## config.mk

```make
export PLATFORM = sky130hd
export DESIGN_NAME = audio_dma_addr_gen
export DESIGN_NICKNAME = d
export VERILOG_FILES = /design/src/rtl/adg_pkg.sv /design/src/rtl/adg_pointer.sv /design/src/rtl/adg_burst.sv /design/src/rtl/adg_irq.sv /design/src/rtl/audio_dma_addr_gen.sv
export SDC_FILE = /design/constraint.sdc
export NUM_CORES = 1
export LEC_CHECK = 0
export ABC_AREA = 1
export BUFFER_PORTS_ARGS = -buffer_cell sky130_fd_sc_hd__buf_4
export CELL_PAD_IN_SITES_DETAIL_PLACEMENT = 0
export CELL_PAD_IN_SITES_GLOBAL_PLACEMENT = 2
export CORE_MARGIN = 4
export CORE_UTILIZATION = 31
export CTS_CLUSTER_DIAMETER = 50
export DETAILED_ROUTE_END_ITERATION = 8
export GPL_TIMING_DRIVEN = 0
export PLACE_DENSITY = 0.95
export REMOVE_ABC_BUFFERS = 1
export SLEW_MARGIN = 10
export SYNTH_ARGS = -nofsm -noshare
export SYNTH_HDL_FRONTEND = slang
export SYNTH_SLANG_ARGS = --single-unit
export TNS_END_PERCENT = 20
```

## constraint.sdc

```tcl
create_clock -name clk -period 7.4 [get_ports clk]
set_input_delay 1.48 -clock clk [delete_from_list [all_inputs] [get_ports clk]]
set_output_delay 1.48 -clock clk [all_outputs]
set_load 0.01 [all_outputs]
```

## src/rtl/adg_pkg.sv

```systemverilog
package adg_pkg;
  localparam int LEN_W = 8;

  // Low-bit mask of a 2^(5+lim) byte period window.
  function automatic logic [63:0] period_mask(input logic [3:0] lim);
    logic [6:0] sh;
    sh = {3'b000, lim} + 7'd5;
    return (64'd1 << sh) - 64'd1;
  endfunction

  function automatic logic [LEN_W-1:0] burst_dwords(input logic [2:0] code);
    return LEN_W'(1) << code;
  endfunction

  function automatic logic [4:0] thresh_dwords(input logic [1:0] code);
    case (code)
      2'd0:    return 5'd1;
      2'd1:    return 5'd4;
      2'd2:    return 5'd8;
      default: return 5'd16;
    endcase
  endfunction
endpackage

```

## src/rtl/adg_pointer.sv

```systemverilog
module adg_pointer #(
  parameter int ADDR_W = 32
) (
  input  logic              clk,
  input  logic              rst_n,
  input  logic              xfer_en,
  input  logic              cfg_err,
  input  logic              beat_ok,
  input  logic [ADDR_W-1:0] base,
  input  logic [ADDR_W-1:0] prot,
  input  logic [3:0]        limit,
  output logic [ADDR_W-1:0] ptr,
  output logic              active,
  output logic              period_pulse
);
  import adg_pkg::*;

  logic              en_q;
  logic              start_ev;
  logic              beat_taken;
  logic [ADDR_W-1:0] step_addr;
  logic [ADDR_W-1:0] win_mask;
  logic              hits_prot;
  logic              on_boundary;

  assign start_ev    = xfer_en & ~en_q;
  assign active      = xfer_en & en_q & ~cfg_err;
  assign beat_taken  = active & beat_ok;
  assign step_addr   = ptr + ADDR_W'(4);
  assign hits_prot   = (step_addr == prot);
  assign win_mask    = ADDR_W'(period_mask(limit));
  assign on_boundary = (limit != 4'd0) && ((step_addr & win_mask) == '0);

  always_ff @(posedge clk or negedge rst_n) begin
    if (!rst_n) begin
      ptr          <= '0;
      en_q         <= 1'b0;
      period_pulse <= 1'b0;
    end else begin
      en_q         <= xfer_en;
      period_pulse <= beat_taken & on_boundary;
      if (start_ev)
        ptr <= base;
      else if (beat_taken)
        ptr <= hits_prot ? base : step_addr;
    end
  end

  AST_HOLD_WHEN_OFF: assert property (@(posedge clk) disable iff (!rst_n)
    !xfer_en |=> $stable(ptr));
  AST_ERR_FREEZE: assert property (@(posedge clk) disable iff (!rst_n)
    (cfg_err && en_q && xfer_en) |=> $stable(ptr));
  AST_PULSE_AFTER_BEAT: assert property (@(posedge clk) disable iff (!rst_n)
    period_pulse |-> $past(beat_ok && active));
  AST_NO_PULSE_L0: assert property (@(posedge clk) disable iff (!rst_n)
    period_pulse |-> ($past(limit) != 4'd0));
endmodule

```

## src/rtl/adg_burst.sv

```systemverilog
module adg_burst #(
  parameter int ADDR_W     = 32,
  parameter int FIFO_DEPTH = 32,
  parameter int LVL_W      = 6
) (
  input  logic                      clk,
  input  logic                      rst_n,
  input  logic                      active,
  input  logic                      dir_write,
  input  logic [LVL_W-1:0]          fifo_level,
  input  logic [2:0]                burst_code,
  input  logic [1:0]                thresh_code,
  input  logic [ADDR_W-1:0]         ptr,
  input  logic [ADDR_W-1:0]         prot,
  output logic                      req_valid,
  output logic [adg_pkg::LEN_W-1:0] req_len
);
  import adg_pkg::*;

  logic [ADDR_W-1:0] room_dw;
  logic [ADDR_W-1:0] want_dw;
  logic [LVL_W-1:0]  space;
  logic [LVL_W-1:0]  avail;
  logic [LVL_W-1:0]  thr;

  assign room_dw   = (prot - ptr) >> 2;
  assign want_dw   = ADDR_W'(burst_dwords(burst_code));
  assign req_len   = (room_dw < want_dw) ? room_dw[LEN_W-1:0] : want_dw[LEN_W-1:0];
  assign space     = LVL_W'(FIFO_DEPTH) - fifo_level;
  assign avail     = dir_write ? fifo_level : space;
  assign thr       = LVL_W'(thresh_dwords(thresh_code));
  assign req_valid = active && (avail >= thr) && (room_dw != '0);

  AST_LEN_FITS: assert property (@(posedge clk) disable iff (!rst_n)
    req_valid |-> ((ADDR_W'(req_len) << 2) <= (prot - ptr)));
  AST_CAPTURE_HAS_DATA: assert property (@(posedge clk) disable iff (!rst_n)
    (req_valid && dir_write) |-> (fifo_level != '0));
endmodule

```

## src/rtl/adg_irq.sv

```systemverilog
module adg_irq (
  input  logic clk,
  input  logic rst_n,
  input  logic period_pulse,
  input  logic irq_clr,
  output logic period_sts
);
  always_ff @(posedge clk or negedge rst_n) begin
    if (!rst_n) period_sts <= 1'b0;
    else        period_sts <= (period_sts & ~irq_clr) | period_pulse;
  end

  AST_STS_SETS: assert property (@(posedge clk) disable iff (!rst_n)
    period_pulse |=> period_sts);
  AST_STS_CLEARS: assert property (@(posedge clk) disable iff (!rst_n)
    (irq_clr && !period_pulse) |=> !period_sts);
endmodule

```

## src/rtl/audio_dma_addr_gen.sv

```systemverilog
module audio_dma_addr_gen #(
  parameter int ADDR_W     = 32,
  parameter int FIFO_DEPTH = 32,
  localparam int LVL_W     = $clog2(FIFO_DEPTH + 1)
) (
  input  logic                      clk,
  input  logic                      rst_n,
  input  logic                      xfer_en,
  input  logic                      dir_write,
  input  logic [ADDR_W-1:0]         cfg_base,
  input  logic [ADDR_W-1:0]         cfg_prot,
  input  logic [11:0]               cfg_page,
  input  logic [2:0]                burst_code,
  input  logic [1:0]                thresh_code,
  input  logic [LVL_W-1:0]          fifo_level,
  input  logic                      beat_ok,
  input  logic                      irq_clr,
  output logic [ADDR_W-1:0]         cur_ptr,
  output logic                      req_valid,
  output logic [adg_pkg::LEN_W-1:0] req_len,
  output logic                      period_pulse,
  output logic                      period_sts,
  output logic                      cfg_err
);
  logic active;
  logic [3:0] limit_code;

  assign limit_code = cfg_page[7:4];
  assign cfg_err = (cfg_prot <= cfg_base) | (|cfg_base[1:0]) | (|cfg_prot[1:0]);

  adg_pointer #(.ADDR_W(ADDR_W)) u_ptr (
    .clk(clk), .rst_n(rst_n), .xfer_en(xfer_en), .cfg_err(cfg_err),
    .beat_ok(beat_ok), .base(cfg_base), .prot(cfg_prot), .limit(limit_code),
    .ptr(cur_ptr), .active(active), .period_pulse(period_pulse)
  );

  adg_burst #(.ADDR_W(ADDR_W), .FIFO_DEPTH(FIFO_DEPTH), .LVL_W(LVL_W)) u_burst (
    .clk(clk), .rst_n(rst_n), .active(active), .dir_write(dir_write),
    .fifo_level(fifo_level), .burst_code(burst_code), .thresh_code(thresh_code),
    .ptr(cur_ptr), .prot(cfg_prot), .req_valid(req_valid), .req_len(req_len)
  );

  adg_irq u_irq (
    .clk(clk), .rst_n(rst_n), .period_pulse(period_pulse),
    .irq_clr(irq_clr), .period_sts(period_sts)
  );

  AST_NO_REQ_IDLE: assert property (@(posedge clk) disable iff (!rst_n)
    (!xfer_en || cfg_err) |-> !req_valid);
endmodule

```

Word-level counts from Yosys, hierarchy flattened
Cells that the tools add are included.

storage, ports and cells
  register bits = 35
  input bits = 93
  output and inout bits = 44
  word-level logic and storage cells = 46

operators by class
  add/subtract/negate cells = 5
  magnitude comparators = 3
  equality and inequality tests = 3
  shifts and indexed selects = 2
  mux-type cells = 6
  bitwise gates (word level) = 13
  reductions and logical operators = 10

operators with widths
  operator                                                              number
  32-bit two-way mux                                                    3
  32-bit by 3-bit adder with 32-bit output, second input constant       1
  32-bit bitwise AND                                                    1
  32-bit == test                                                        1
  32-bit less-or-equal comparator                                       1
  32-bit logical NOT                                                    1
  32-bit nonzero test                                                   1
  1-bit by 7-bit left shift with 32-bit output, first input constant    1
  32-bit by 1-bit subtractor with 32-bit output, second input constant  1
  32-bit subtractor                                                     1
  30-bit by 8-bit less-than comparator with 1-bit output                1
  5-bit one-hot mux with 3 select lines                                 1
  8-bit two-way mux                                                     1
  1-bit by 3-bit left shift with 8-bit output, first input constant     1
  1-bit bitwise AND                                                     6
  6-bit by 5-bit greater-or-equal comparator with 1-bit output          1
  6-bit two-way mux                                                     1
  6-bit subtractor, first input constant                                1
  4-bit by 3-bit adder with 5-bit output, second input constant         1
  4-bit nonzero test                                                    1
  2-bit OR reduction                                                    2
  1-bit logical AND                                                     3
  1-bit NOT                                                             3
  1-bit OR                                                              3
  other kinds (4)                                                       4

Logic depth before layout (Yosys ltp)
Gate-level depths: netlist (run 1).

  depth in word-level cells = 8
  depth in mapped cells = 20
  gate-level depth less buffers = 20

Cells and area by module
From an unflattened synthesis (run 1), not the netlist that was laid out.

second synthesis, totals
  cells, all modules = 1565
  area, all modules = 8167.8 µm²

by module, submodules not included
  module              times used  cells each  area an instance (µm²)  sequential area each (µm²)
  adg_burst           1           764         3634.7                  0.0
  adg_pointer         1           654         3603.5                  850.8
  audio_dma_addr_gen  1           142         889.6                   0.0
  adg_irq             1           5           40.0                    25.0

Worst setup path before layout (run 1)
OpenSTA, ideal clock, no wires.

  path kind = in2out
  start point = input port cfg_prot[5]
  end point = output port req_len[0] (netlist bit)
  arrival = 3810 ps
  required time = 5920 ps
  path slack = 2110 ps
  stages = 15
  path buffers = 0
  cell sequence = ha_1 -> nand2_1 -> clkinv_1 -> a21oi_1 -> o21ai_1 -> xor2_1 -> ha_1 -> inv_1 -> o31ai_1 -> a21oi_1 -> o211ai_1 -> clkinv_1 -> nand3_1 -> nand2_1 -> nand2_1

between the ends
  longest elaborated chain between the ends = 3

RTL lines
  item                                                    line                      text
  start, declared                                         audio_dma_addr_gen.sv:11  input logic [ADDR_W-1:0] cfg_prot,
  32-bit subtractor                                       adg_burst.sv:26           assign room_dw = (prot - ptr) >> 2;
  30-bit by 8-bit less-than comparator with 1-bit output  adg_burst.sv:28           assign req_len = (room_dw < want_dw) ? room_dw[LEN_W-1:0] : want_dw[LEN_W-1:0];
  8-bit two-way mux                                       adg_burst.sv:28
  end, declared                                           audio_dma_addr_gen.sv:20  output logic [adg_pkg::LEN_W-1:0] req_len,

No other way between the ends.

Worst setup path after layout (run 1)
  start point = input port cfg_prot[5]
  end point = output port req_len[3] (netlist bit)

between the ends
  longest elaborated chain between the ends = 3

RTL lines
  item                                                    line
  32-bit subtractor *                                     adg_burst.sv:26
  30-bit by 8-bit less-than comparator with 1-bit output  adg_burst.sv:28
  8-bit two-way mux *                                     adg_burst.sv:28

Mark *: on every way between the ends. The rest lies on a longest branch, timed or not.

==> out/metrics.yaml, run 1 <==
via_per_inst: 4.81
cts_tree: "built"
relSlewSlack_pct: 17.8
core.rowCount: 55
cp.required_ns: 5.92
synth_top_area_share_pct: 25.6
yosys_warnings: 0
routedWlPerCell_microns: 15.1
drive_gt1_share_pct: 10.4
cts_buffers: 5
tightest_slew_ns: 1.23
slowest_delay_ns: 0.36
antenna_found_initial: 0
first_pass_iters: 6
clk_latency_ns: 0.29
setup_violations: 0
status: "finished clean"
finalClockSkew_ns: 0.00599
initial_core_util_pct: 31.7
max_cap_viol_count: 0
crit_type: "in -> out"
slowest_stage: "ha_1"
cts_hold_buffers: 0
syn2layout_area_growth_pct: 19.9
dr_wl_met2_microns: 12400
p_total_mw: 1.54
rsz0062_at_grt: "no"
antenna_cells: 0
finalNonFillerCells: 1770
n_fill_cell: 2632
grt_max_degree: 36
end_kind: "output pin"
crit_arrival_ns: 4.45
cp-start-kind: "input port"
root_buffer: "clkbuf_16"
gp_congestion: 0.908
track_usage_pct: 20.4
ys.flop_type: "dfrtp_1"
synth.distinct_cells: 41
dieWidth_microns: 161
final_core_util_pct: 38.0
drt.antenna.violating_nets: 0
yosysTopAreaCell: "nand2_1"
synthArstFlopShare_pct: 100
p_per_area_nw_per_um2: 178
grt_pass1_vias: 8266
clk_path_buf_depth: 2
layout_common_cells: "nand2_1, inv_1, nand3_1, nor2_1, buf_4"
crit_buf_inv: 5
min_period_over_period_pct: 80.1
cts_setup_buffers: 0
critPathTopFamily: "compound AO/OA/AOI/OAI gates"
cp_common_cell: "nand2_1"
io_pins: 137
tns_ns: 0
cp_cell_sequence: "buf_4 > ha_1 > nand2_1 > clkinv_1 > a21oi_1 > o21ai_1 > xor2_1 > ha_1 > inv_1 > o31ai_1 > a21oi_1 > o211ai_1 > clkinv_1 > nand3_1 > nand2_1 > nand2_1 > buf_4"
syn_area_sq_um: 7220
hold_path.class: "reg -> reg"
drtIter0Drc: 513
h-tree-depth: 2
die_y_microns: 161
die_area_sq_um: 25800
top_layer_used: "met4"
met1_length_microns: 13200
cts.sinks: 35
fmax_mhz: 169
finalHoldViolCount: 0
path_clk_slew_ns: 0.06
fin_crit_ns: 5.93
syn_avg_cell_area_sq_um: 5.41
synth-edff-count: 0
dp_cells: 1762
synthCells: 1336
nNetsFinal: 1626
hpwlAfterDp_microns: 22900
route.met3.wl_microns: 947
post_cts.resized_instances: 0
numPortBuffers: 128
synth_area_leaders: "nand2_1, ha_1, dfrtp_1"
ys_seq_area_share_pct: 12.1
grt_pass1_wl_microns: 43000
ys_seq_elements: 35
peakVddDrop_mv: 0.0773
gr-total-overflow: 0
drc: 0
wl_microns: 26700
core_area_sq_um: 22800
crit_fanout: 9
layout_commonest_cell: "nand2_1"
maxSlewViolCount: 0
p_leak_nw: 4.80
num_vias: 8518
final timing paths:
check,startpoint,end,slack (ns),cells after the start
setup / recovery,cfg_prot[5],req_len[3],1.47,17
hold / removal,u_ptr.period_pulse,u_irq.period_sts,0.48,1
setup reg to reg,u_ptr.ptr[2],u_ptr.ptr[1],3.20,16
hold reg to reg,u_ptr.period_pulse,u_irq.period_sts,0.48,1
max in group asynchronous,rst_n,u_ptr.ptr[12],5.86,1
min in group asynchronous,rst_n,u_ptr.ptr[27],1.17,1
routing by layer:
layer | track usage (%) | vias to the layer above
met5 | 0 | -
met4 | 2.54 | 0
met3 | 1.05 | 8
met2 | 35.1 | 158
met1 | 29.0 | 3840
li1 | - | 4512
worst reg2reg max path: stages, from the launching register on:
cell	delay (ns)
dfrtp_1	0.54
ha_1	0.35
nand2_1	0.14
nor2_2	0.25
nand2_1	0.23
o21ai_1	0.25
nand2_1	0.18
nand2_1	0.09
nand2_1	0.05
nor2_1	0.09
nand2_1	0.06
nor2_1	0.13
nand3_2	0.59
nand2_2	0.79
nand2_1	0.18
nand2_1	0.12
nand2_1	0.05
per-stage QoR:
stage	cell area (sq um)	worst slack, ns	hold WS (ns)
2_1_floorplan	7150	2.11	0.509
3_5_place_dp	8500	1.44	0.485
3_3_place_gp	8500	1.49	0.478
6_report	8660	1.47	0.484
4_1_cts	8660	1.43	0.500
5_1_grt	8660	1.18	0.519
power breakdown:
group          switching, mW  total [mW]  leakage (nW)  internal (mW)
Sequential            0.0765       0.302         0.435          0.226
Clock                 0.0948       0.238        0.0761          0.144
Combinational          0.625       0.999          4.29          0.374
Total                  0.796        1.54          4.80          0.743
cells in the mapped netlist (5+ instances only):
| cell type | n |
|---|---|
| xor2_1 | 19 |
| inv_1 | 206 |
| buf_1 | 5 |
| o21bai_1 | 6 |
| nand3_1 | 140 |
| nor3_1 | 25 |
| xnor2_1 | 6 |
| o21ai_0 | 28 |
| nand3b_1 | 22 |
| nand2_1 | 492 |
| o21ai_1 | 6 |
| dfrtp_1 | 35 |
| a21oi_1 | 61 |
| nand4_1 | 20 |
| ha_1 | 77 |
| nor2_1 | 132 |
| nor4_1 | 6 |
sequential cells by signal, summed over array words and instances, names as in the netlist:
signal,cells
u_ptr.en_q,1
u_ptr.period_pulse,1
u_irq.period_sts,1
u_ptr.ptr,32
final cells by class:
| cell class | instances | area [sq um] | area share (%) |
|---|---|---|---|
| clock inverter | 1 | 7.51 | 0.0867 |
| inverter | 211 | 792 | 9.14 |
| tap | 313 | 392 | 4.52 |
| multi-input combinational | 1075 | 5480 | 63.3 |
| timing repair buffer | 128 | 961 | 11.1 |
| clock buffer | 7 | 153 | 1.76 |
| sequential | 35 | 876 | 10.1 |
cells by family after synthesis:
family	count (synthesis)	share of synthesized area [%]
xor gates and xnor gates	27	3.65
other	1	0.0519
DFF	35	12.1
and+or+nand+nor	850	49.7
AOI/OAI and AO/OA	119	9.08
adders and majority gates	77	13.3
buffers and inverters	227	12.0
Power figures use the tool's default switching activity.
==> inputs of run 2 (changes only) <==
--- a/config.mk
+++ b/config.mk
@@ -10,11 +10,11 @@
 export CELL_PAD_IN_SITES_DETAIL_PLACEMENT = 0
 export CELL_PAD_IN_SITES_GLOBAL_PLACEMENT = 2
 export CORE_MARGIN = 4
-export CORE_UTILIZATION = 31
+export CORE_UTILIZATION = 29
 export CTS_CLUSTER_DIAMETER = 50
 export DETAILED_ROUTE_END_ITERATION = 8
 export GPL_TIMING_DRIVEN = 0
-export PLACE_DENSITY = 0.95
+export PLACE_DENSITY = 0.93
 export REMOVE_ABC_BUFFERS = 1
 export SLEW_MARGIN = 10
 export SYNTH_ARGS = -nofsm -noshare
==> constraint.sdc (replaced) <==
create_clock -name clk -period 5.5 [get_ports clk]
set_input_delay 1.1 -clock clk [delete_from_list [all_inputs] [get_ports clk]]
set_output_delay 1.1 -clock clk [all_outputs]
set_load 0.01 [all_outputs]
==> run 2 against run 1 <==
  * Combinational power rose by 35%
  * Register-to-register slack lost 2.0 ns
  * Sequential power rose by 35%
  * Highest routed layer unchanged
  * Sequential share of layout area is essentially flat
  * Final cell count is 0.62% higher
  * Largest cell class unchanged
  * Count of clock-buffer cells in the layout up 1
  * Critical path depth rose by 1
  * Global-route usage is 0.93 points lower
  * Worst hold slack gained 0.011 ns
  * Routed wire length up 2.8%
==> out/metrics.yaml, run 2 (synthesis gave the netlist of run 1 again) <==
track_usage_pct: 19.4
post-place-ws_ns: 0.00152
peakVddDrop_mv: 0.101
path_clk_slew_ns: 0.07
finalClockSkew_ns: 0.00934
cts_buffers: 5
clk_latency_ns: 0.29
core.rowCount: 57
multi_input_area_sq_um: 5490
seq_area_sq_um: 876
slowest_stage: "ha_1"
first_pass_iters: 5
maxSlewViolCount: 0
relSlewSlack_pct: 18.9
largest_reg_flops: 32
cp_common_cell: "nand2_1"
syn2layout_area_growth_pct: 20.2
hpwlAfterDp_microns: 23400
p_int_mw: 1.00
dp_cells: 1773
drive_gt1_share_pct: 10.4
setup_violations: 0
switching_power_mw: 1.08
routedWlPerCell_microns: 15.4
hp-start: "u_ptr.period_pulse"
die_y_microns: 166
h-tree-depth: 2
crit_type: "in -> out"
timing.rr.end: "u_ptr.ptr[9]"
power_frac_seq_pct: 19.6
p_leak_nw: 4.80
gp_congestion: 0.899
numPortBuffers: 128
regMostFlops: "u_ptr.ptr"
cp.required_ns: 4.40
min_path_cells: 1
grt_max_degree: 36
grt_pass1_vias: 8252
gr-total-overflow: 0
core_area_sq_um: 24400
via_per_inst: 4.78
hold_path.class: "reg -> reg"
crit_fanout: 9
min_period_over_period_pct: 92.0
fmax_mhz: 198
clk_path_buf_depth: 2
antenna_cells: 0
io_pins: 137
cts.sinks: 35
num_vias: 8514
nNetsFinal: 1626
holdPathEnd: "u_irq.period_sts"
status: "finished clean"
dieWidth_microns: 166
max_cap_viol_count: 0
wl_microns: 27500
power_frac_clock_pct: 15.6
cp-start-kind: "input port"
root_buffer: "clkbuf_16"
cts_tree: "built"
drt.antenna.violating_nets: 0
grt_pass1_wl_microns: 44000
slowest_delay_ns: 0.39
reg2reg_from: "u_ptr.ptr[2]"
antenna_found_initial: 0
fin_crit_ns: 5.06
final_core_util_pct: 35.6
crit_arrival_ns: 3.96
tightest_slew_ns: 1.22
finalHoldViolCount: 0
cts_setup_buffers: 0
n_fill_cell: 2811
finalNonFillerCells: 1781
final.setup.worst_slack_ns: 0.442
rsz0062_at_grt: "no"
reg2reg_slack_ns: 1.18
swShare_pct: 51.9
p_comb_share_pct: 64.8
layout_common_cells: "nand2_1, inv_1, nand3_1, nor2_1, buf_4"
p_per_area_nw_per_um2: 240
cp_cell_sequence: "buf_4 > ha_1 > nand3_1 > nand2_1 > nand2_1 > nand2_1 > nand2_1 > nand2_1 > xor2_1 > ha_1 > a21o_1 > nor2_1 > o211ai_1 > clkinv_1 > nand3_2 > nand2_1 > nand2_1 > buf_4"
die_area_sq_um: 27500
layout_commonest_cell: "nand2_1"
reg2reg_depth: 16
end_kind: "output pin"
drc: 0
initial_core_util_pct: 29.6
drtIter0Drc: 428
==> run 2: power by group through the flow <==
stage                     sequential [mW]  combinational [mW]  clock [mW]
after CTS                           0.406                1.35       0.327
after global routing                0.418                1.55       0.336
after detailed placement            0.409                1.35           0
after floorplan                     0.392               0.895           0
final                               0.408                1.35       0.324
after global placement              0.412                1.33           0
==> run 2: worst max-delay path by stage <==
stage            startpoint            end  slack, ns
2_1_floorplan   cfg_prot[5]     req_len[0]       0.97
3_3_place_gp   cfg_prot[31]   u_ptr.ptr[3]      -0.03
3_5_place_dp   cfg_prot[31]  u_ptr.ptr[14]      0.002
4_1_cts        cfg_prot[31]  u_ptr.ptr[14]       0.28
5_1_grt         cfg_prot[2]     req_len[2]       0.08
6_report        cfg_prot[2]     req_len[3]       0.44
==> run 2: worst max-delay path, delay by kind of cell <==
family	cells	cell delay, ns
AND/OR/NAND/NOR	10	1.10
XOR/XNOR	1	0.35
AO/OA/AOI/OAI	2	0.28
adder cells (fa/ha/maj)	2	0.70
buffers and inverters	3	0.43
==> run 2: metrics by stage <==
stage               hold slack (ns)  instance area [sq um]  setup TNS (ns)  total power, mW
finish                        0.496                   8680               0             2.08
global route                  0.526                   8680               0             2.30
CTS                           0.503                   8670               0             2.09
detailed placement            0.484                   8520               0             1.76
global placement              0.486                   8520          -0.670             1.75
floorplan                     0.509                   7150               0             1.29
==> run 2: per-layer routing <==
layer / track usage, % / routed length [microns] / up-vias
met3: 1.40 / 1030 / 15
met5: 0 / 0 / -
li1: - / - / 4500
met1: 28.0 / 13700 / 3808
met4: 3.37 / 354 / 0
met2: 32.3 / 12400 / 191
==> run 2: layout make-up <==
| type | count | area share (%) |
|---|---|---|
| Multi-Input combinational cell | 1075 | 63.2 |
| Timing Repair Buffer | 128 | 11.1 |
| Sequential cell | 35 | 10.1 |
| Inverter | 211 | 9.12 |
| Tap cell | 324 | 4.67 |
| Clock buffer | 8 | 1.80 |
==> run 2: what timing repair did <==
| item | 4_1_cts | 5_1_grt |
|---|---|---|
| resized for setup | 0 | 1 |
| setup endpoints to repair | 0 | 5 |
| endpoints found under the hold margin | 0 | 0 |
| hold buffers | 0 | 0 |
==> inputs of run 3 (changes only) <==
--- a/config.mk
+++ b/config.mk
@@ -5,16 +5,15 @@
 export SDC_FILE = /design/constraint.sdc
 export NUM_CORES = 1
 export LEC_CHECK = 0
-export ABC_AREA = 1
 export BUFFER_PORTS_ARGS = -buffer_cell sky130_fd_sc_hd__buf_4
 export CELL_PAD_IN_SITES_DETAIL_PLACEMENT = 0
 export CELL_PAD_IN_SITES_GLOBAL_PLACEMENT = 2
 export CORE_MARGIN = 4
-export CORE_UTILIZATION = 29
+export CORE_UTILIZATION = 32
 export CTS_CLUSTER_DIAMETER = 50
 export DETAILED_ROUTE_END_ITERATION = 8
 export GPL_TIMING_DRIVEN = 0
-export PLACE_DENSITY = 0.93
+export PLACE_DENSITY = 0.92
 export REMOVE_ABC_BUFFERS = 1
 export SLEW_MARGIN = 10
 export SYNTH_ARGS = -nofsm -noshare
==> run 3 against run 2 <==
  * Utilization grew 4.5 points
  * Synthesized area shrank 4.6%
  * Clock skew grew 0.0022 ns
  * Routed wire length shrank 6.4%
  * Critical path type unchanged
  * Critical endpoint is now req_len[7]
  * Largest cell class unchanged
  * Largest power group unchanged
==> out/metrics.yaml, run 3 <==
finalClockSkew_ns: 0.0115
synthSimpleGateAreaFrac_pct: 25.4
cts_tree: "built"
first_pass_iters: 5
nNetsFinal: 1225
gr-total-overflow: 0
drt.antenna.violating_nets: 0
largest_reg_flops: 32
cp_common_cell: "a31oi_4"
tightest_slew_ns: 1.17
reg2reg_depth: 12
power_frac_clock_pct: 12.0
initial_core_util_pct: 32.7
muxShareOfSynthArea_pct: 4.77
ys_seq_elements: 35
final.setup.worst_slack_ns: 0.0884
synth_area_leaders: "ha_1, dfrtp_1, xnor2_1"
dieWidth_microns: 155
holdWs_ns: 0.456
syn2layout_area_growth_pct: 22.8
yosysTopAreaCell: "ha_1"
yosys_warnings: 0
drtIter0Drc: 641
slowest_stage: "or4_4"
setup_violations: 0
finalHoldViolCount: 0
cp-start-kind: "input port"
rsz0062_at_grt: "yes"
h-tree-depth: 2
layout_commonest_cell: "buf_4"
relSlewSlack_pct: 22.0
synthAdderAreaFrac_pct: 14.0
synth.most_common_cell: "nand2_1"
die_area_sq_um: 23900
hpwlAfterDp_microns: 20800
num_vias: 7564
via_per_inst: 5.68
end_kind: "output pin"
synth-edff-count: 0
layout_common_cells: "buf_4, nand2_1, inv_1, ha_1, a21oi_1"
wl_microns: 25700
core.rowCount: 53
clk_latency_ns: 0.30
slowest_delay_ns: 0.53
core_area_sq_um: 21100
crit_type: "in -> out"
cp_cell_sequence: "buf_8 > ha_4 > nor2b_4 > o2111a_1 > or3_4 > a31oi_4 > xnor2_2 > ha_2 > or4_4 > a21oi_2 > o21ai_2 > a31oi_4 > and3_4 > mux2i_1 > buf_4"
grt_pass1_vias: 7105
synth_xor_area_share_pct: 8.84
synth_top_area_share_pct: 14.0
synthCells: 953
min_period_over_period_pct: 98.4
p_per_area_nw_per_um2: 294
post-place-ws_ns: -0.553
antenna_found_initial: 0
cts_hold_buffers: 0
n_fill_cell: 2249
path_clk_slew_ns: 0.06
synth_common_cells: "nand2_1, inv_1, ha_1"
synth_compound_area_share_pct: 26.6
final_core_util_pct: 40.1
io_pins: 137
cts_buffers: 5
swShare_pct: 51.0
p_int_mw: 1.22
cp.required_ns: 4.40
gp_congestion: 0.933
numPortBuffers: 128
crit_arrival_ns: 4.31
peakVddDrop_mv: 0.138
track_usage_pct: 20.3
crit_fanout: 6
stdcell_area_sq_um: 8460
p_total_mw: 2.49
ys_seq_area_share_pct: 12.7
drive_gt1_share_pct: 19.7
finalNonFillerCells: 1331
status: "finished clean"
min_path_cells: 1
die_y_microns: 155
clk_path_buf_depth: 2
p_comb_share_pct: 69.4
routedWlPerCell_microns: 19.3
syn_area_sq_um: 6890
regMostFlops: "u_ptr.ptr"
dpl_cell_area_sq_um: 8040
power_frac_seq_pct: 18.6
synth.distinct_cells: 80
max_cap_viol_count: 0
drc: 0
fin_crit_ns: 5.41
p_leak_nw: 3.81
fmax_mhz: 185
tns_ns: 0
dp_cells: 1312
grt_max_degree: 36
synthArstFlopShare_pct: 100
antenna_cells: 0
ys.flop_type: "dfrtp_1"
syn_avg_cell_area_sq_um: 7.23
root_buffer: "clkbuf_16"
maxSlewViolCount: 0
hold_path.class: "reg -> reg"
synth_top_family_by_area: "compound AO/OA/AOI/OAI gates"
grt_pass1_wl_microns: 39300
cts.sinks: 35
switching_power_mw: 1.27
[run 3: power groups by stage]
stage | sequential [mW] | combinational, mW | clock, mW
6_report | 0.462 | 1.72 | 0.299
5_1_grt | 0.479 | 1.91 | 0.311
4_1_cts | 0.459 | 1.60 | 0.301
3_5_place_dp | 0.461 | 1.53 | 0
3_3_place_gp | 0.462 | 1.52 | 0
2_1_floorplan | 0.445 | 1.03 | 0
[run 3: kinds of logic after synthesis]
family	Yosys count
mux	31
xor+xnor	68
simple gates	335
compound gates	281
buf+inv	125
other cells	1
flops	35
fa+ha+maj	77
[run 3: final cells by class]
cell class	count	area (sq um)	area share, %
clock inverters	3	20.0	0.237
inverters	78	293	3.46
well taps	275	344	4.07
repair buffers	140	1090	12.9
flip-flops and latches	35	876	10.3
clock buffers	5	125	1.48
multi-input cells	795	5720	67.5
[run 3: path summary, 6_finish.rpt]
path,from,slack [ns],endpoint
max,cfg_prot[1],0.09,req_len[7]
min,u_ptr.period_pulse,0.46,u_irq.period_sts
max reg2reg,u_ptr.ptr[2],0.43,u_ptr.ptr[10]
min reg2reg,u_ptr.period_pulse,0.46,u_irq.period_sts
max in group asynchronous,rst_n,4.35,u_ptr.period_pulse
min in group asynchronous,rst_n,0.78,u_ptr.ptr[27]
[run 3: per-layer routing]
metal	up-vias	global-route usage [%]	wire length, microns
met2	225	33.4	12000
met3	38	1.82	1320
met5	-	0	0
met1	3576	28.6	11800
li1	3725	-	-
met4	0	5.59	595
[run 3: what timing repair did]
action                                 CTS  global route
pin swaps                                8            12
cloned                                   0             1
buffers inserted                         6             4
resized for setup                       11            35
setup endpoints to repair               12            32
endpoints found under the hold margin    0             0
[run 3: worst max-delay path, delay by kind of cell]
| kind | cells | cell delay (ns) |
|---|---|---|
| compound gates | 5 | 0.97 |
| xor+xnor | 1 | 0.09 |
| fa+ha+maj | 2 | 0.38 |
| buf+inv | 2 | 0.24 |
| mux | 1 | 0.18 |
| simple gates | 4 | 1.34 |
